## src/rtl/dts_pkg.sv

```systemverilog
package dts_pkg;
  localparam int TICK_W = 4;   // width of phase counters, in half-clock ticks
  localparam int TPM    = 2;   // ticks per memory clock
  localparam int MIN_CAS = 2;  // shortest column-strobe low time, ticks
  localparam int CFG_HI = 7;
  localparam int CFG_LO = 2;
  localparam int NRC_HI = 6;
  localparam int NRC_LO = 5;
  localparam int RCD_B  = 4;
  localparam int PRE_HI = 3;
  localparam int PRE_LO = 2;
  localparam int TURN_B = 7;

  typedef enum logic [2:0] {
    ST_IDLE, ST_TURN, ST_RCD, ST_CAS, ST_PRE
  } seq_state_t;

  typedef struct packed {
    logic [TICK_W-1:0] rcd;
    logic [TICK_W-1:0] cas;
    logic [TICK_W-1:0] pre;
    logic [TICK_W-1:0] turn;
  } tick_plan_t;
endpackage

```

## src/rtl/dts_cfg.sv

```systemverilog
module dts_cfg
  import dts_pkg::*;
(
  input  logic               clk,
  input  logic               rst,
  input  logic               busy,
  input  logic               wr_en,
  input  logic [CFG_HI:CFG_LO] wr_data,
  output logic [CFG_HI:CFG_LO] cfg_q,
  output logic               apply
);
  logic                 pend_v;
  logic [CFG_HI:CFG_LO] pend_d;
  logic                 legal;

  assign legal = (wr_data[NRC_HI:NRC_LO] != 2'b11);
  assign apply = !busy && ((wr_en && legal) || pend_v);

  always_ff @(posedge clk) begin
    if (rst) begin
      cfg_q  <= '0;
      pend_v <= 1'b0;
      pend_d <= '0;
    end else if (!busy) begin
      pend_v <= 1'b0;
      if (wr_en && legal) cfg_q <= wr_data;
      else if (pend_v)    cfg_q <= pend_d;
    end else if (wr_en && legal) begin
      pend_v <= 1'b1;
      pend_d <= wr_data;
    end
  end

  AST_CFG_HOLD_BUSY: assert property (@(posedge clk) disable iff (rst)
    busy |=> $stable(cfg_q));
  AST_PEND_DRAINED: assert property (@(posedge clk) disable iff (rst)
    (!busy && pend_v) |=> !pend_v);
  AST_NRC_LEGAL: assert property (@(posedge clk) disable iff (rst)
    cfg_q[NRC_HI:NRC_LO] != 2'b11);
endmodule

```

## src/rtl/dts_timing.sv

```systemverilog
module dts_timing
  import dts_pkg::*;
(
  input  logic                 edo,
  input  logic [CFG_HI:CFG_LO] cfg,
  output tick_plan_t           plan
);
  logic [TICK_W:0]   rc_t;
  logic [TICK_W-1:0] rcd_t, pre_t, cas_t, turn_t;

  always_comb begin
    unique case (cfg[NRC_HI:NRC_LO])
      2'b01:   rc_t = (TICK_W+1)'(4 * TPM);
      2'b10:   rc_t = (TICK_W+1)'(3 * TPM);
      default: rc_t = (TICK_W+1)'(5 * TPM);
    endcase
    rcd_t = cfg[RCD_B] ? TICK_W'(TPM) : TICK_W'(2 * TPM);
    unique case (cfg[PRE_HI:PRE_LO])
      2'b01:   pre_t = TICK_W'(TPM + 1);
      2'b10:   pre_t = TICK_W'(TPM);
      default: pre_t = TICK_W'(2 * TPM);
    endcase
    if (rc_t > ({1'b0, pre_t} + {1'b0, rcd_t} + (TICK_W+1)'(MIN_CAS - 1)))
      cas_t = TICK_W'(rc_t - {1'b0, pre_t} - {1'b0, rcd_t});
    else
      cas_t = TICK_W'(MIN_CAS);
    if (edo && !cfg[TURN_B]) turn_t = TICK_W'(2 * TPM);
    else                     turn_t = TICK_W'(TPM);
    plan.rcd  = rcd_t;
    plan.cas  = cas_t;
    plan.pre  = pre_t;
    plan.turn = turn_t;
  end
endmodule

```

## src/rtl/dts_seq.sv

```systemverilog
module dts_seq
  import dts_pkg::*;
#(
  parameter int AW = 10,
  parameter int DW = 16
) (
  input  logic          clk,
  input  logic          rst,
  input  logic          edo,
  input  logic          hold,
  input  tick_plan_t    plan,
  input  logic          req,
  input  logic          req_we,
  input  logic [2*AW-1:0] req_addr,
  input  logic [DW-1:0] req_wdata,
  input  logic [DW-1:0] dq_in,
  output logic          busy,
  output logic          ack,
  output logic          ras_n,
  output logic          cas_n,
  output logic          we_n,
  output logic [AW-1:0] addr,
  output logic          col_sel,
  output logic [DW-1:0] dq_out,
  output logic          dq_oe,
  output logic [DW-1:0] rd_data,
  output logic          done
);
  seq_state_t        st;
  logic [TICK_W-1:0] cnt;
  logic              last_rd, edo_cap, cur_we;
  logic [AW-1:0]     col_q;
  logic              accept;

  assign busy   = (st != ST_IDLE);
  assign accept = (st == ST_IDLE) && req && !hold;

  always_ff @(posedge clk) begin
    if (rst) begin
      st <= ST_IDLE;  cnt <= '0;
      ras_n <= 1'b1;  cas_n <= 1'b1;  we_n <= 1'b1;
      addr <= '0;     col_q <= '0;    col_sel <= 1'b0;
      dq_out <= '0;   dq_oe <= 1'b0;  rd_data <= '0;
      ack <= 1'b0;    done <= 1'b0;
      last_rd <= 1'b0; edo_cap <= 1'b0; cur_we <= 1'b0;
    end else begin
      ack     <= 1'b0;
      done    <= 1'b0;
      edo_cap <= 1'b0;
      if (edo_cap) begin
        rd_data <= dq_in;
        done    <= 1'b1;
        last_rd <= 1'b1;
      end
      unique case (st)
        ST_IDLE: if (accept) begin
          ack     <= 1'b1;
          cur_we  <= req_we;
          addr    <= req_addr[2*AW-1:AW];
          col_q   <= req_addr[AW-1:0];
          col_sel <= 1'b0;
          dq_out  <= req_wdata;
          if (last_rd && req_we) begin
            st  <= ST_TURN;
            cnt <= plan.turn - TICK_W'(1);
          end else begin
            st    <= ST_RCD;
            cnt   <= plan.rcd - TICK_W'(1);
            ras_n <= 1'b0;
            we_n  <= !req_we;
            dq_oe <= req_we;
          end
        end
        ST_TURN: if (cnt == '0) begin
          st    <= ST_RCD;
          cnt   <= plan.rcd - TICK_W'(1);
          ras_n <= 1'b0;
          we_n  <= !cur_we;
          dq_oe <= cur_we;
        end else cnt <= cnt - TICK_W'(1);
        ST_RCD: if (cnt == '0) begin
          st      <= ST_CAS;
          cnt     <= plan.cas - TICK_W'(1);
          cas_n   <= 1'b0;
          col_sel <= 1'b1;
          addr    <= col_q;
        end else cnt <= cnt - TICK_W'(1);
        ST_CAS: if (cnt == '0) begin
          st    <= ST_PRE;
          cnt   <= plan.pre - TICK_W'(2);
          ras_n <= 1'b1;
          cas_n <= 1'b1;
          we_n  <= 1'b1;
          dq_oe <= 1'b0;
          if (cur_we || !edo) begin
            done    <= 1'b1;
            last_rd <= !cur_we;
            if (!cur_we) rd_data <= dq_in;
          end else begin
            edo_cap <= 1'b1;
          end
        end else cnt <= cnt - TICK_W'(1);
        ST_PRE: if (cnt == '0) st <= ST_IDLE;
                else cnt <= cnt - TICK_W'(1);
        default: st <= ST_IDLE;
      endcase
    end
  end

  AST_CAS_INSIDE_RAS: assert property (@(posedge clk) disable iff (rst)
    !cas_n |-> !ras_n);
  AST_STROBES_RISE_TOGETHER: assert property (@(posedge clk) disable iff (rst)
    $rose(cas_n) |-> $rose(ras_n));
  AST_ROW_AT_RAS_FALL: assert property (@(posedge clk) disable iff (rst)
    $fell(ras_n) |-> !col_sel);
  AST_WE_INSIDE_RAS: assert property (@(posedge clk) disable iff (rst)
    !we_n |-> (!ras_n && dq_oe));
  AST_DONE_SINGLE: assert property (@(posedge clk) disable iff (rst)
    done |=> !done);
  AST_ACK_SINGLE: assert property (@(posedge clk) disable iff (rst)
    ack |=> !ack);
  AST_NO_ACCEPT_ON_APPLY: assert property (@(posedge clk) disable iff (rst)
    hold |=> !ack);
endmodule

```

## src/rtl/dram_timing_seq.sv

```systemverilog
module dram_timing_seq
  import dts_pkg::*;
#(
  parameter int AW = 10,
  parameter int DW = 16
) (
  input  logic                 clk,
  input  logic                 rst,
  input  logic                 edo_mode,
  input  logic                 req,
  input  logic                 req_we,
  input  logic [2*AW-1:0]      req_addr,
  input  logic [DW-1:0]        req_wdata,
  output logic                 ack,
  input  logic                 cfg_we,
  input  logic [CFG_HI:CFG_LO] cfg_wdata,
  output logic                 dram_ras_n,
  output logic                 dram_cas_n,
  output logic                 dram_we_n,
  output logic [AW-1:0]        dram_addr,
  output logic                 dram_col_sel,
  output logic [DW-1:0]        dram_dq_out,
  output logic                 dram_dq_oe,
  input  logic [DW-1:0]        dram_dq_in,
  output logic [DW-1:0]        rd_data,
  output logic                 done
);
  logic                 busy, apply;
  logic [CFG_HI:CFG_LO] cfg_q;
  tick_plan_t           plan;

  dts_cfg u_cfg (
    .clk(clk), .rst(rst), .busy(busy), .wr_en(cfg_we),
    .wr_data(cfg_wdata), .cfg_q(cfg_q), .apply(apply)
  );

  dts_timing u_timing (
    .edo(edo_mode), .cfg(cfg_q), .plan(plan)
  );

  dts_seq #(.AW(AW), .DW(DW)) u_seq (
    .clk(clk), .rst(rst), .edo(edo_mode), .hold(apply), .plan(plan),
    .req(req), .req_we(req_we), .req_addr(req_addr), .req_wdata(req_wdata),
    .dq_in(dram_dq_in), .busy(busy), .ack(ack),
    .ras_n(dram_ras_n), .cas_n(dram_cas_n), .we_n(dram_we_n),
    .addr(dram_addr), .col_sel(dram_col_sel),
    .dq_out(dram_dq_out), .dq_oe(dram_dq_oe),
    .rd_data(rd_data), .done(done)
  );
endmodule

```

## config.mk

```make
export PLATFORM = sky130hd
export DESIGN_NAME = dram_timing_seq
export DESIGN_NICKNAME = d
export VERILOG_FILES = /design/src/rtl/dts_pkg.sv /design/src/rtl/dts_cfg.sv /design/src/rtl/dts_timing.sv /design/src/rtl/dts_seq.sv /design/src/rtl/dram_timing_seq.sv
export SDC_FILE = /design/constraint.sdc
export NUM_CORES = 1
export LEC_CHECK = 0
export ABC_AREA = 1
export CELL_PAD_IN_SITES_DETAIL_PLACEMENT = 2
export CELL_PAD_IN_SITES_GLOBAL_PLACEMENT = 2
export CORE_MARGIN = 10
export CORE_UTILIZATION = 26
export DETAILED_ROUTE_END_ITERATION = 8
export HOLD_SLACK_MARGIN = 0.1
export PLACE_DENSITY_LB_ADDON = 0.1
export SLEW_MARGIN = 20
export SYNTH_ARGS = -nofsm -noshare
export SYNTH_HDL_FRONTEND = slang
export SYNTH_HIERARCHICAL = 1
export SYNTH_SLANG_ARGS = --single-unit
```

## constraint.sdc

```tcl
create_clock -name clk -period 3.6 [get_ports clk]
set_clock_uncertainty 0.1 [all_clocks]
set_input_delay 0.72 -clock clk [delete_from_list [all_inputs] [get_ports clk]]
set_output_delay 0.72 -clock clk [all_outputs]
set_load 0.03 [all_outputs]
```

==> flow_metrics.tcl <==
set metrics [dict create \
    rsz0062_at_grt "false" \
    grt_max_degree 59 \
    p_comb_share_pct 53.1 \
    post-route-min-period_ps 3140 \
    avgRoutedWirePerCell_um 16.3 \
    die_w_um 147 \
    whs_ps 358 \
    powerDensity_nw_per_um2 877 \
    drv_cap 0 \
    crit_required_ps 3730 \
    place_congestion 0.767 \
    hold_viol_final 0 \
    grtUsageMet1_pct 15.9 \
    tns_ps 0 \
    cts_root_buf "clkbuf_16" \
    total_power_mw 5.08 \
    cts_sinks 82 \
    core_area_sq_um 15900 \
    status "finished clean" \
    grt_pass1_vias 4641 \
    drtIter0Drc 128 \
    io_buffers 112 \
    cp-start-kind "flop" \
    final_core_util_pct 36.5 \
    ys_ff_latch 82 \
    setup_viol 0 \
    crit_type "reg2reg" \
    cts_setup_buffers 0 \
    r2r-end "u_seq/cnt[2]" \
    power_switching_mw 2.34 \
    leakage_nw 2.48 \
    cts_resized 0 \
    power_frac_clock_pct 20.7 \
    die_y_um 147 \
    fin_nets 788 \
    grt_usage_pct 14.0 \
    holdCritPathClass "reg2reg" \
    rows 46 \
    yosysWarnings 6 \
    slew_viol_final 0 \
    wirelength_mm 15.1 \
    setup_ws_ps 455 \
    layout-area-overhead-vs-synth_pct 37.6 \
    p_seq_share_pct 26.3 \
    cellInternalPower_mw 2.75 \
    synth_cell_types 39 \
    reg2regPathDepth 18 \
    io-pin-count 113 \
    reg2reg_from "u_cfg/cfg_q[3]" \
    final_layout_size_suffix_gt1_share_pct 8.03 \
    peakVddDrop_mv 0.344 \
    yosys-top-cells-area "dfxtp_1 39%, nand2_1 12%, nor2_1 10%, o21ai_0 7.0%, ha_1 5.1%" \
    worstHoldPathCells 2 \
    cts-hold-fix-buffers 0 \
    drc 0 \
    busiest_layer "met2" \
    ys_async_sr_fraction_pct 0 \
    drtAntennaViolNets 0 \
    cp-end-kind "flop" \
    seq_area_frac_synth_pct 39.0 \
    final_cell_area_sq_um 5790 \
    ff2ff_setup_slack_ps 460 \
    overflow 0 \
    min_to "u_seq/ras_n" \
    grt_use_met3_pct 4.08 \
    path_max_fanout 4 \
    dpl_cell_area_sq_um 5460 \
    htreeDepth 3 \
    synth_top_area_cell "dfxtp_1" \
    cts_tree "yes" \
    cts_buffer_depth 2 \
    synthTopCellsByCount "130 x nand2_1, 113 x nor2_1, 82 x dfxtp_1" \
    swShare_pct 46.0 \
    post-synth-top-count-cell "nand2_1" \
    grt_use_met2_pct 24.5 \
    via_count 4166 \
    synth_enable_flop_cells 0 \
    initial_core_util_pct 26.5 \
    die_area_sq_um 21700 \
    stdcell_count 926 \
    arrival_ps 3280 \
    first_pass_iters 4 \
    routed_via_density 4.50 \
    grt_first_pass_wirelength_mm 24.6 \
    syn_avg_cell_area_sq_um 6.98 \
    antenna_found_initial 0 \
    syn_area_sq_um 4210 \
    hpwl_mm 11.5 \
    clk_pin_slew_worst_paths_ps 70 \
    synth_top_area_share_pct 39.0 \
    clkLatencyLatePin_ps 340 \
    hp-start "u_seq/ras_n" \
    pre_cts_ws_ps 375 \
    fin_crit_sh_pct 87.4 \
    max_freq_mhz 318 \
    worst_slew_pin_slew_ps 831 \
    relSlewSlack_pct 44.6 \
    diodes 0 \
    synth_ff_type "dfxtp_1" \
    syn_inst 603 \
    dp.cells 910 \
    cts_inserted_buffers 9 \
]
-- cells by family after synthesis --
family                     Yosys count  synth area share, %
AOI/OAI and AO/OA                  104                 13.1
xor gates and xnor gates             7                 1.46
adders and majority gates           19                 6.00
buffers and inverters               89                 9.80
DFF                                 82                 39.0
other                                1               0.0890
and+or+nand+nor                    301                 30.6
-- cell type report --
class                      count  area, sq um
clock inverter                 7          108
tap                          216          270
timing repair buffer         115         1140
clock buffer                   9          225
inverter                      61          233
sequential                    82         1640
fill                        1872        10100
multi-input combinational    436         2170
-- worst max path at each step --
stage                               from            end  slack [ps]  cells after the start
after floorplan           u_cfg/cfg_q[3]   u_seq/cnt[2]         730                     18
after global placement            cfg_we  u_seq/addr[2]         550                     10
after detailed placement          cfg_we  u_seq/addr[3]         380                     10
after CTS                 u_cfg/cfg_q[3]   u_seq/cnt[2]         410                     18
after global routing      u_cfg/cfg_q[3]   u_seq/cnt[2]         160                     20
final                     u_cfg/cfg_q[3]   u_seq/cnt[2]         460                     18
-- state kept, by name, summed over array words and instances (netlist names) --
register,flops
u_seq/ack,1
u_cfg/pend_d,6
u_seq/last_rd,1
u_seq/addr,10
u_seq/cas_n,1
u_seq/ras_n,1
u_seq/st,3
u_seq/done,1
u_seq/we_n,1
u_seq/dq_out,16
u_seq/dq_oe,1
u_seq/edo_cap,1
u_seq/cnt,4
u_seq/col_sel,1
u_seq/col_q,10
u_seq/rd_data,16
u_seq/cur_we,1
u_cfg/cfg_q,6
u_cfg/pend_v,1
-- critical path, stage by stage, from the launching register on --
cell	delay, ps
dfxtp_1	330
inv_1	60
ha_1	350
inv_1	120
ha_1	350
xor2_1	180
ha_1	310
nand3_1	90
o21ai_2	170
or2_1	150
inv_1	40
ha_1	180
xor2_1	160
nand2_1	60
nand3_1	80
nand2_1	60
nand2_1	50
nor3_1	140
nor2_1	60
-- cells in the final DEF (no fill, tap or decap), types with 9 or more instances in the layout --
cell and count:
a31oi_1 10, nand3_1 22, nor2_2 13, clkbuf_16 9
dfxtp_1 82, ha_1 17, clkdlybuf4s50_1 112, inv_1 54
nor2_1 113, o21ai_0 59, nand2_1 130, a21oi_1 21
-- power by group through the flow --
| stage | logic, mW | clock network, mW | registers, mW |
|---|---|---|---|
| after floorplan | 1.58 | 0 | 1.62 |
| after global placement | 2.62 | 0 | 1.34 |
| after detailed placement | 2.73 | 0 | 1.36 |
| after CTS | 2.76 | 1.09 | 1.34 |
| after global routing | 3.07 | 1.13 | 1.37 |
| final | 2.70 | 1.05 | 1.34 |
-- layer usage --
layer	part of all wire, %	routed length [um]	vias up
li1	-	-	2090
met1	42	6340	1985
met2	50	7610	76
met3	5.9	896	15
met4	1.5	230	0
met5	0	0	-
(Power assumes the default switching activity.)
